$ cat config.mk
export PLATFORM = sky130hd
export DESIGN_NAME = xlat_test_engine
export DESIGN_NICKNAME = d
export VERILOG_FILES = /design/src/rtl/xlat_test_pkg.sv /design/src/rtl/xlat_test_addr.sv /design/src/rtl/xlat_test_mask.sv /design/src/rtl/xlat_test_decode.sv /design/src/rtl/xlat_test_engine.sv
export SDC_FILE = /design/constraint.sdc
export NUM_CORES = 1
export LEC_CHECK = 0
export CAP_MARGIN = 20
export CORE_ASPECT_RATIO = 2
export CORE_MARGIN = 1.5
export CORE_UTILIZATION = 50
export CTS_CLUSTER_SIZE = 12
export DETAILED_ROUTE_END_ITERATION = 16
export PLACE_DENSITY = 0.82
export SYNTH_ARGS = -nofsm -noshare
export SYNTH_HDL_FRONTEND = slang
export SYNTH_SLANG_ARGS = --single-unit
$ cat constraint.sdc
create_clock -name clk_i -period 4 [get_ports clk_i]
set_input_delay 0.8 -clock clk_i [delete_from_list [all_inputs] [get_ports clk_i]]
set_output_delay 0.8 -clock clk_i [all_outputs]
set_load 0.05 [all_outputs]
$ cat src/rtl/xlat_test_pkg.sv
package xlat_test_pkg;

    typedef enum logic [1:0] {
        ST_IDLE  = 2'd0,
        ST_CHECK = 2'd1,
        ST_RDSTR = 2'd2,
        ST_RDTBL = 2'd3
    } scan_state_e;

    localparam logic [7:0] VEC_NONEXIST  = 8'h40;
    localparam logic [7:0] VEC_INSTR_EXC = 8'h4D;

endpackage

$ cat src/rtl/xlat_test_addr.sv
module xlat_test_addr #(
    parameter int W = 24
) (
    input  logic [W-1:0] a_i,
    input  logic [W-1:0] b_i,
    output logic [W-1:0] sum_o
);
    // modulo-2^W byte address sum
    always_comb begin
        sum_o = a_i + b_i;
    end
endmodule

$ cat src/rtl/xlat_test_mask.sv
module xlat_test_mask #(
    parameter int BYTE_W = 8
) (
    input  logic [BYTE_W-1:0] entry_i,
    input  logic [BYTE_W-1:0] mask_i,
    output logic              hit_o,
    output logic [BYTE_W-1:0] overlap_o
);
    always_comb begin
        overlap_o = entry_i & mask_i;
        hit_o     = |overlap_o;
    end
endmodule

$ cat src/rtl/xlat_test_decode.sv
module xlat_test_decode
    import xlat_test_pkg::*;
#(
    parameter int RF_W   = 4,
    parameter int ADDR_W = 24,
    parameter int BYTE_W = 8
) (
    input  logic [RF_W-1:0]   rfield_i,
    input  logic              indirect_i,
    input  logic [ADDR_W-1:0] disp_i,
    input  logic [ADDR_W-1:0] src_i,
    input  logic [BYTE_W-1:0] mask_i,
    output logic              trap_o,
    output logic [7:0]        vec_o,
    output logic              zero_o,
    output logic [BYTE_W-1:0] mask_o,
    output logic [ADDR_W-1:0] base_o
);
    logic [ADDR_W-1:0] src_sel;

    always_comb begin
        zero_o = (rfield_i == '0);
        // indirect addressing is caught at decode, ahead of the parity check
        if (indirect_i) begin
            trap_o = 1'b1;
            vec_o  = VEC_NONEXIST;
        end else if (rfield_i[0]) begin
            trap_o = 1'b1;
            vec_o  = VEC_INSTR_EXC;
        end else begin
            trap_o = 1'b0;
            vec_o  = 8'h00;
        end
        mask_o  = zero_o ? {BYTE_W{1'b1}} : mask_i;
        src_sel = zero_o ? '0 : src_i;
    end

    xlat_test_addr #(.W(ADDR_W)) u_base_add (
        .a_i  (disp_i),
        .b_i  (src_sel),
        .sum_o(base_o)
    );
endmodule

$ cat src/rtl/xlat_test_engine.sv
module xlat_test_engine
    import xlat_test_pkg::*;
#(
    parameter int RF_W   = 4,
    parameter int ADDR_W = 24,
    parameter int BYTE_W = 8,
    parameter int REG_W  = 32
) (
    input  logic              clk_i,
    input  logic              rst_ni,
    input  logic              start_i,
    input  logic [RF_W-1:0]   rfield_i,
    input  logic              indirect_i,
    input  logic [ADDR_W-1:0] disp_i,
    input  logic [REG_W-1:0]  reg_r_i,
    input  logic [REG_W-1:0]  reg_r1_i,
    input  logic              intr_i,
    output logic              mem_req_o,
    output logic [ADDR_W-1:0] mem_addr_o,
    input  logic              mem_valid_i,
    input  logic [BYTE_W-1:0] mem_data_i,
    output logic              busy_o,
    output logic              done_o,
    output logic              paused_o,
    output logic              trap_o,
    output logic [7:0]        trap_vec_o,
    output logic              cc4_o,
    output logic [REG_W-1:0]  reg_r_o,
    output logic [REG_W-1:0]  reg_r1_o
);
    localparam int CNT_W = REG_W - ADDR_W;

    typedef struct packed {
        scan_state_e       st;
        logic [REG_W-1:0]  r;
        logic [REG_W-1:0]  r1;
        logic [BYTE_W-1:0] mask;
        logic [ADDR_W-1:0] base;
        logic [BYTE_W-1:0] sbyte;
        logic              zero;
        logic              done;
        logic              paused;
        logic              trap;
        logic [7:0]        vec;
        logic              cc4;
    } ctx_t;

    ctx_t ctx_d, ctx_q;

    logic              dec_trap, dec_zero, hit;
    logic [7:0]        dec_vec;
    logic [BYTE_W-1:0] dec_mask, overlap;
    logic [ADDR_W-1:0] dec_base, tbl_addr;
    logic [CNT_W-1:0]  cnt_q;
    logic [ADDR_W-1:0] saddr_q;

    assign cnt_q   = ctx_q.r1[REG_W-1 -: CNT_W];
    assign saddr_q = ctx_q.r1[ADDR_W-1:0];

    xlat_test_decode #(
        .RF_W  (RF_W),
        .ADDR_W(ADDR_W),
        .BYTE_W(BYTE_W)
    ) u_decode (
        .rfield_i  (rfield_i),
        .indirect_i(indirect_i),
        .disp_i    (disp_i),
        .src_i     (reg_r_i[ADDR_W-1:0]),
        .mask_i    (reg_r_i[REG_W-1 -: BYTE_W]),
        .trap_o    (dec_trap),
        .vec_o     (dec_vec),
        .zero_o    (dec_zero),
        .mask_o    (dec_mask),
        .base_o    (dec_base)
    );

    xlat_test_addr #(.W(ADDR_W)) u_tbl_add (
        .a_i  (ctx_q.base),
        .b_i  (ADDR_W'(ctx_q.sbyte)),
        .sum_o(tbl_addr)
    );

    xlat_test_mask #(.BYTE_W(BYTE_W)) u_mask (
        .entry_i  (mem_data_i),
        .mask_i   (ctx_q.mask),
        .hit_o    (hit),
        .overlap_o(overlap)
    );

    always_comb begin
        ctx_d        = ctx_q;
        ctx_d.done   = 1'b0;
        ctx_d.paused = 1'b0;
        ctx_d.trap   = 1'b0;
        unique case (ctx_q.st)
            ST_IDLE: begin
                if (start_i) begin
                    ctx_d.r    = reg_r_i;
                    ctx_d.r1   = reg_r1_i;
                    ctx_d.cc4  = 1'b0;
                    ctx_d.vec  = dec_vec;
                    ctx_d.mask = dec_mask;
                    ctx_d.base = dec_base;
                    ctx_d.zero = dec_zero;
                    if (dec_trap) begin
                        ctx_d.trap = 1'b1;
                    end else begin
                        ctx_d.st = ST_CHECK;
                    end
                end
            end
            ST_CHECK: begin
                if (cnt_q == '0) begin
                    ctx_d.done = 1'b1;
                    ctx_d.st   = ST_IDLE;
                end else if (intr_i) begin
                    ctx_d.done   = 1'b1;
                    ctx_d.paused = 1'b1;
                    ctx_d.st     = ST_IDLE;
                end else begin
                    ctx_d.st = ST_RDSTR;
                end
            end
            ST_RDSTR: begin
                if (mem_valid_i) begin
                    ctx_d.sbyte = mem_data_i;
                    ctx_d.st    = ST_RDTBL;
                end
            end
            ST_RDTBL: begin
                if (mem_valid_i) begin
                    if (hit) begin
                        ctx_d.cc4  = 1'b1;
                        ctx_d.done = 1'b1;
                        ctx_d.st   = ST_IDLE;
                        if (!ctx_q.zero) begin
                            ctx_d.r[REG_W-1 -: BYTE_W] = overlap;
                        end
                    end else begin
                        ctx_d.r1 = {cnt_q - CNT_W'(1), saddr_q + ADDR_W'(1)};
                        ctx_d.st = ST_CHECK;
                    end
                end
            end
            default: ctx_d.st = ST_IDLE;
        endcase
    end

    always_ff @(posedge clk_i) begin
        if (!rst_ni) begin
            ctx_q <= '0;
        end else begin
            ctx_q <= ctx_d;
        end
    end

    assign mem_req_o  = (ctx_q.st == ST_RDSTR) || (ctx_q.st == ST_RDTBL);
    assign mem_addr_o = (ctx_q.st == ST_RDTBL) ? tbl_addr : saddr_q;
    assign busy_o     = (ctx_q.st != ST_IDLE);
    assign done_o     = ctx_q.done;
    assign paused_o   = ctx_q.paused;
    assign trap_o     = ctx_q.trap;
    assign trap_vec_o = ctx_q.vec;
    assign cc4_o      = ctx_q.cc4;
    assign reg_r_o    = ctx_q.r;
    assign reg_r1_o   = ctx_q.r1;

    // an unanswered request holds its address
    p_req_hold_r10: assert property (@(posedge clk_i) disable iff (!rst_ni)
        mem_req_o && !mem_valid_i |=> mem_req_o && $stable(mem_addr_o));

    // no read while idle
    p_idle_no_req_r4: assert property (@(posedge clk_i) disable iff (!rst_ni)
        !busy_o |-> !mem_req_o);

    // pulse shape and exclusivity
    p_done_pulse_r11: assert property (@(posedge clk_i) disable iff (!rst_ni)
        done_o |=> !done_o);
    p_done_trap_excl_r11: assert property (@(posedge clk_i) disable iff (!rst_ni)
        !(done_o && trap_o));

    // trap vectors one cycle after start
    p_odd_trap_r5: assert property (@(posedge clk_i) disable iff (!rst_ni)
        start_i && !busy_o && !indirect_i && rfield_i[0]
        |=> trap_o && trap_vec_o == 8'h4D);
    p_indirect_trap_r6: assert property (@(posedge clk_i) disable iff (!rst_ni)
        start_i && !busy_o && indirect_i |=> trap_o && trap_vec_o == 8'h40);
    p_trap_regs_r5: assert property (@(posedge clk_i) disable iff (!rst_ni)
        trap_o |-> reg_r_o == $past(reg_r_i) && reg_r1_o == $past(reg_r1_i));

    // zero count completes two cycles after start without a hit
    p_zero_count_r4: assert property (@(posedge clk_i) disable iff (!rst_ni)
        start_i && !busy_o && !indirect_i && !rfield_i[0]
        && reg_r1_i[REG_W-1 -: CNT_W] == '0
        |=> ##1 (done_o && !cc4_o));

    // a hit always leaves the hitting byte counted
    p_hit_count_r2: assert property (@(posedge clk_i) disable iff (!rst_ni)
        done_o && cc4_o |-> reg_r1_o[REG_W-1 -: CNT_W] != '0);
endmodule

# ---- After elaboration in Yosys (flattened, before gate mapping)
# Index checks and enable logic that the tools add are counted.
dict set report classes {
  eq_ne 10
  n_mux 31
  div_mod_pow 0
  n_mul 0
  shift 0
  n_addsub 4
  n_reduce_logical 15
  bitwise 3
  n_lt_le_gt_ge 0
}
# operator n
set op_table {}
lappend op_table {{98-bit two-way mux} 1}
lappend op_table {{32-bit two-way mux} 2}
lappend op_table {{32-bit one-hot mux with 2 select lines} 1}
lappend op_table {{24-bit two-way mux} 2}
lappend op_table {{24-bit by 1-bit adder with 24-bit output, second input constant} 1}
lappend op_table {{24-bit adder} 1}
lappend op_table {{24-bit by 8-bit adder with 24-bit output} 1}
lappend op_table {{8-bit two-way mux} 3}
lappend op_table {{8-bit one-hot mux with 2 select lines} 1}
lappend op_table {{7-bit two-way mux} 2}
lappend op_table {{2-bit inequality test, second input constant} 7}
lappend op_table {{4-bit AND reduction} 3}
lappend op_table {{1-bit two-way mux} 10}
lappend op_table {{10-bit two-way mux} 1}
lappend op_table {{2-bit two-way mux} 5}
lappend op_table {{8-bit bitwise AND} 1}
lappend op_table {{8-bit zero test} 1}
lappend op_table {{2-bit one-hot mux with 4 select lines} 1}
lappend op_table {{8-bit OR reduction} 1}
lappend op_table {{8-bit by 1-bit subtractor with 8-bit output, second input constant} 1}
lappend op_table {{5-bit AND reduction} 1}
lappend op_table {{2-bit equality test, second input constant} 2}
lappend op_table {{4-bit zero test} 1}
lappend op_table {{1-bit one-hot mux with 2 select lines} 2}
lappend op_table {{8 further kinds} 11}
dict set report totals {
  elab_cells 76
  ramBits 0
  register_bits 119
  in_bits 106
  latchBits 0
  mem_bits_ro 0
  mem_count 0
  out_inout_bits 102
}

# ---- Logic depth before layout (Yosys ltp)
dict set report depth {
  depth_word 5
  ltp_mapped 11
  ltp_nobuf 10
}

# ---- Cells and area by module
# Synthesis repeated with hierarchy kept, for this count alone.
dict set report unflattened {
  hier_cells 1218
  hier_area_um2 9036.2
}
# module instances area_each_um2 cells_each seq_area_each_um2
set modules_own_cells {}
lappend modules_own_cells {xlat_test_engine 1 6190.9 829 2382.3}
lappend modules_own_cells {xlat_test_addr 2 1227.4 166 0.0}
lappend modules_own_cells {xlat_test_decode 1 316.6 46 0.0}
lappend modules_own_cells {xlat_test_mask 1 73.8 11 0.0}

# ---- Worst setup path after synthesis
# OpenSTA, ideal clock, no wires.
dict set report synth_path {
  path_kind {flip-flop to output port}
  start {register ctx_q[13] in the netlist's numbering}
  end {output mem_addr_o[16]}
  setup_slack_ns 0.304
  path_stages_with_launch 9
  required_ns 3.200
  path_buffers 0
  t_arrival_ns 2.896
  cell_sequence {dfxtp_1 -> ha_1 -> fa_1 -> a21oi_1 -> nor2_1 -> a211oi_2 -> nor4b_1 -> xnor2_1 -> o21ai_0}
}
dict set report synth_via {
  elab_chain_len 2
}
# item line
set synth_lines {}
lappend synth_lines {{start, declared} xlat_test_engine.sv:48} ;# ctx_t ctx_d, ctx_q;
lappend synth_lines {{start signal, assigned} xlat_test_engine.sv:153} ;# ctx_q <= ctx_d;
lappend synth_lines {{24-bit by 8-bit adder with 24-bit output} xlat_test_addr.sv:10} ;# sum_o = a_i + b_i;
lappend synth_lines {{24-bit two-way mux} xlat_test_engine.sv:158} ;# assign mem_addr_o = (ctx_q.st == ST_RDTBL) ? tbl_addr : saddr_q;
lappend synth_lines {{end, declared} xlat_test_engine.sv:19} ;# output logic [ADDR_W-1:0] mem_addr_o,
# Every way passes these cells.

# ---- Final worst setup path
dict set report layout_path {
  start {register ctx_q[13] in the netlist's numbering}
  end {output mem_addr_o[4]}
}
# The elaborated chain is that of the path after synthesis.

==> flow_metrics.py <==
metrics = {
    "run_status": {
        "status": "finished, final reports clean",
    },
    "grt": {
        "grt_use_met1_pct": 28.7,
        "grt_pass1_wl_um": 37100,
        "grt_pass1_vias": 7725,
        "use_met2_pct": 52.4,
        "grt_use_total_pct": 27.9,
        "met3_usage_pct": 4.48,
        "gr-total-overflow": 0,
        "antenna_found_initial": 0,
        "grt_max_degree": 67,
        "grt-busiest-layer": "met2",
    },
    "drt": {
        "wl_um": 23100,
        "firstDrtPassIters": 5,
        "drt_iter0_markers": 509,
        "wire_per_inst_um": 17.0,
        "ant_nets": 0,
        "routed-via-count": 7907,
        "vias_per_cell": 5.80,
        "drc_errors": 0,
    },
    "clocking": {
        "cts.clk_slew.worst_paths_ns": 0.06,
        "cts-root-buf": "clkbuf_16",
        "post_cts_buffers": 0,
        "cts-htree-levels": 4,
        "cts_made_buffers": 17,
        "cts.sinks": 113,
        "max-clock-path-buffers": 2,
        "insertion_delay_ns": 0.41,
        "cts_tree": "done",
        "cts.hold.buffers_added": 0,
    },
    "power_and_ir_drop": {
        "power_leakage_nw": 4.05,
        "peakVddDrop_v": 0.000308,
        "totalPowerFinal_mw": 3.86,
        "power.density_nw_per_um2": 380,
    },
    "synthesis": {
        "ys_seq_area_share_pct": 28.9,
        "netlist_instances": 1040,
        "synth_ff_type": "dfxtp_1",
        "syn_area_um2": 7820,
        "synth_cell_types": 76,
        "ys_warn_count": 0,
        "synth-seq-cells": 113,
        "async_reset_ff_share_pct": 0,
        "synth.avg_cell_area_um2": 7.52,
        "synth_edf_count": 0,
    },
    "timing": {
        "min_period_ns": 3.74,
        "tightest_slew_ns": 0.894,
        "setup_violations": 0,
        "skew_ns": 0.00652,
        "slew_viol_final": 0,
        "rsz0062_at_grt": "false",
        "slew_headroom_pct": 40.4,
        "fmax_ghz": 0.267,
        "holdWs_ns": 0.452,
        "finalCritPeriodShare_pct": 93.6,
        "finalHoldViolCount": 0,
        "tns_ns": 0,
    },
    "worst_setup_path": {
        "critPathCaptureType": "output pin",
        "cp_slowest_stage_delay_ns": 0.85,
        "worstSetupPathType": "reg2out",
        "crit_path_max_fanout": 3,
        "crit_family": "buffers and inverters",
        "arrival_ns": 2.94,
        "slowest_stage": "clkdlybuf4s50_1",
        "crit_path_start_kind": "flop",
        "crit_chain": "ha_1, fa_1, a21oi_1, nor2b_1, nor2_1, xor2_1, o21ai_0, clkdlybuf4s50_1",
        "worstPathRequired_ns": 3.20,
        "timing.critical_path.buf_inv": 1,
    },
    "placed_design": {
        "buffer_ports.inserted": 203,
        "hpwl_um": 17400,
        "place_area_um2": 9530,
        "globalplace.congestion": 0.867,
        "placed_cells": 1332,
    },
    "finish": {
        "syn2layout_area_growth_pct": 30.1,
        "fillers": 1313,
        "drive_gt1_share_pct": 8.40,
        "stdcell_count": 1364,
        "stdcell_area_um2": 10200,
        "antenna_cells": 0,
        "fin_nets": 1295,
    },
    "floorplan": {
        "std_cell_rows": 64,
        "die_x_um": 91.4,
        "core_area_um2": 15300,
        "io_pins": 208,
        "die-area_um2": 16400,
        "initial_core_util_pct": 51.1,
        "die_y_um": 180,
    },
    "flow_run": {
        "drv_cap": 0,
    },
    "min_path": {
        "hold_class": "reg2reg",
    },
}
[power breakdown]
part           total [mW]  switching (mW)  internal, mW
clock network        1.63           0.556          1.07
logic               0.958           0.567         0.391
registers            1.27          0.0705          1.20
[routing by layer]
layer | share of wire [%] | routed length [µm] | vias to the layer above
met5 | 0 | 0 | -
met4 | 4.8 | 1110 | 0
met3 | 4.4 | 1020 | 75
met2 | 54 | 12500 | 301
met1 | 37 | 8450 | 3688
li1 | - | - | 3843
[Yosys cell counts, types with 8 or more instances]
| library cell | n | share of area (%) |
|---|---|---|
| or3_1 | 10 | 0.80 |
| ha_1 | 34 | 5.4 |
| a21o_1 | 13 | 1.2 |
| nor3_1 | 21 | 1.3 |
| a311oi_1 | 8 | 0.90 |
| buf_4 | 72 | 6.9 |
| nand2_1 | 159 | 7.6 |
| inv_1 | 14 | 0.67 |
| nand4_1 | 8 | 0.64 |
| buf_2 | 12 | 0.77 |
| nor2_1 | 90 | 4.3 |
| and3_1 | 12 | 0.96 |
| o22ai_1 | 8 | 0.64 |
| clkbuf_1 | 39 | 1.9 |
| o21a_1 | 8 | 0.77 |
| a211oi_1 | 11 | 1.1 |
| xor2_1 | 9 | 1.0 |
| xnor2_1 | 25 | 2.8 |
| nor2b_1 | 24 | 1.9 |
| o21ai_0 | 68 | 4.4 |
| buf_1 | 9 | 0.43 |
| mux2i_1 | 18 | 2.3 |
| nand3_1 | 44 | 2.8 |
| nor4_1 | 8 | 0.64 |
| dfxtp_1 | 113 | 29 |
| a22oi_1 | 8 | 0.77 |
| a21oi_1 | 90 | 5.8 |
[through the flow]
stage / util (%) / setup slack, ns
after floorplan: - / 0.304
after global placement: 62.3 / 0.0714
after detailed placement: 62.3 / 0.0307
after CTS: 66.5 / 0.0164
after global routing: 66.5 / 0.0947
final: 66.5 / 0.257
[path summary, 6_finish.rpt]
path | startpoint | end | slack, ns | depth (start not counted)
worst max register to register | flop | reg_r1_o[25] | 1.39 | 6
worst min register to register | reg_r_o[21] | reg_r_o[21] | 0.45 | 2
worst min-delay path | reg_r_o[21] | reg_r_o[21] | 0.45 | 2
worst max-delay path | ctx_q[13] | mem_addr_o[4] | 0.26 | 8
[registers in the layout (all words and copies together) (netlist names), named ones only]
| signal | cells |
|---|---|
| paused_o | 1 |
| done_o | 1 |
| ctx_q | 42 |
| trap_vec_o | 2 |
| reg_r1_o | 32 |
| reg_r_o | 32 |
| cc4_o | 1 |
| trap_o | 1 |
[worst reg2reg max path, cell delays in order, from the launching register on]
cell and delay, ns:
dfxtp_1 0.56, and2_1 0.35, buf_4 0.36, nand2_1 0.18
o31a_1 0.56, a311oi_1 0.37, a211oi_1 0.08
[area by class of cell]
class / instances / area, µm² / area share [%]
multi-input cells: 783 / 4740 / 46.6
flip-flops and latches: 113 / 2260 / 22.2
clock buffers: 19 / 453 / 4.45
repair buffers: 224 / 2230 / 21.9
inverters: 14 / 52.6 / 0.517
well taps: 198 / 248 / 2.44
clock inverters: 13 / 184 / 1.81
[cells by family after synthesis]
logic type | share of synthesized area [%]
flops | 28.9
compound gates | 22.5
xor+xnor | 3.81
fa+ha+maj | 5.95
mux | 2.30
other cells | 0.0479
simple gates | 25.6
buf+inv | 10.8
[layout by cell type (no fill, tap or decap), types with 4 or more instances in the layout]
| cell type | instances |
|---|---|
| nand2_1 | 158 |
| clkbuf_16 | 17 |
| nor3b_1 | 4 |
| a21o_1 | 13 |
| a311oi_1 | 8 |
| a21oi_1 | 90 |
| bufinv_16 | 4 |
| o31ai_1 | 4 |
| nor2_1 | 90 |
| a221oi_1 | 7 |
| nand3_1 | 44 |
| nor4_1 | 8 |
| nand4_1 | 8 |
| nor2b_1 | 24 |
| a22o_1 | 5 |
| mux2i_1 | 18 |
| buf_12 | 6 |
| ha_1 | 34 |
| o22ai_1 | 8 |
| conb_1 | 4 |
| a31oi_1 | 6 |
| clkdlybuf4s50_1 | 185 |
| o21ai_0 | 68 |
| o21a_1 | 8 |
| a211oi_1 | 11 |
| buf_4 | 31 |
| inv_1 | 13 |
| or3_1 | 10 |
| nor3_1 | 21 |
| nand3b_1 | 5 |
| dfxtp_1 | 113 |
| and3_1 | 12 |
| a32o_1 | 4 |
| xnor2_1 | 25 |
| xor2_1 | 9 |
| o21ai_1 | 4 |
| or2_2 | 4 |
| nand2b_1 | 4 |
| nor4b_1 | 5 |
| a22oi_1 | 8 |
[timing repair]
item | CTS | global route
resized for setup | 0 | 2
hold endpoints to repair | 0 | 0
setup endpoints to repair | 0 | 2
Power figures use the tool's default switching activity.
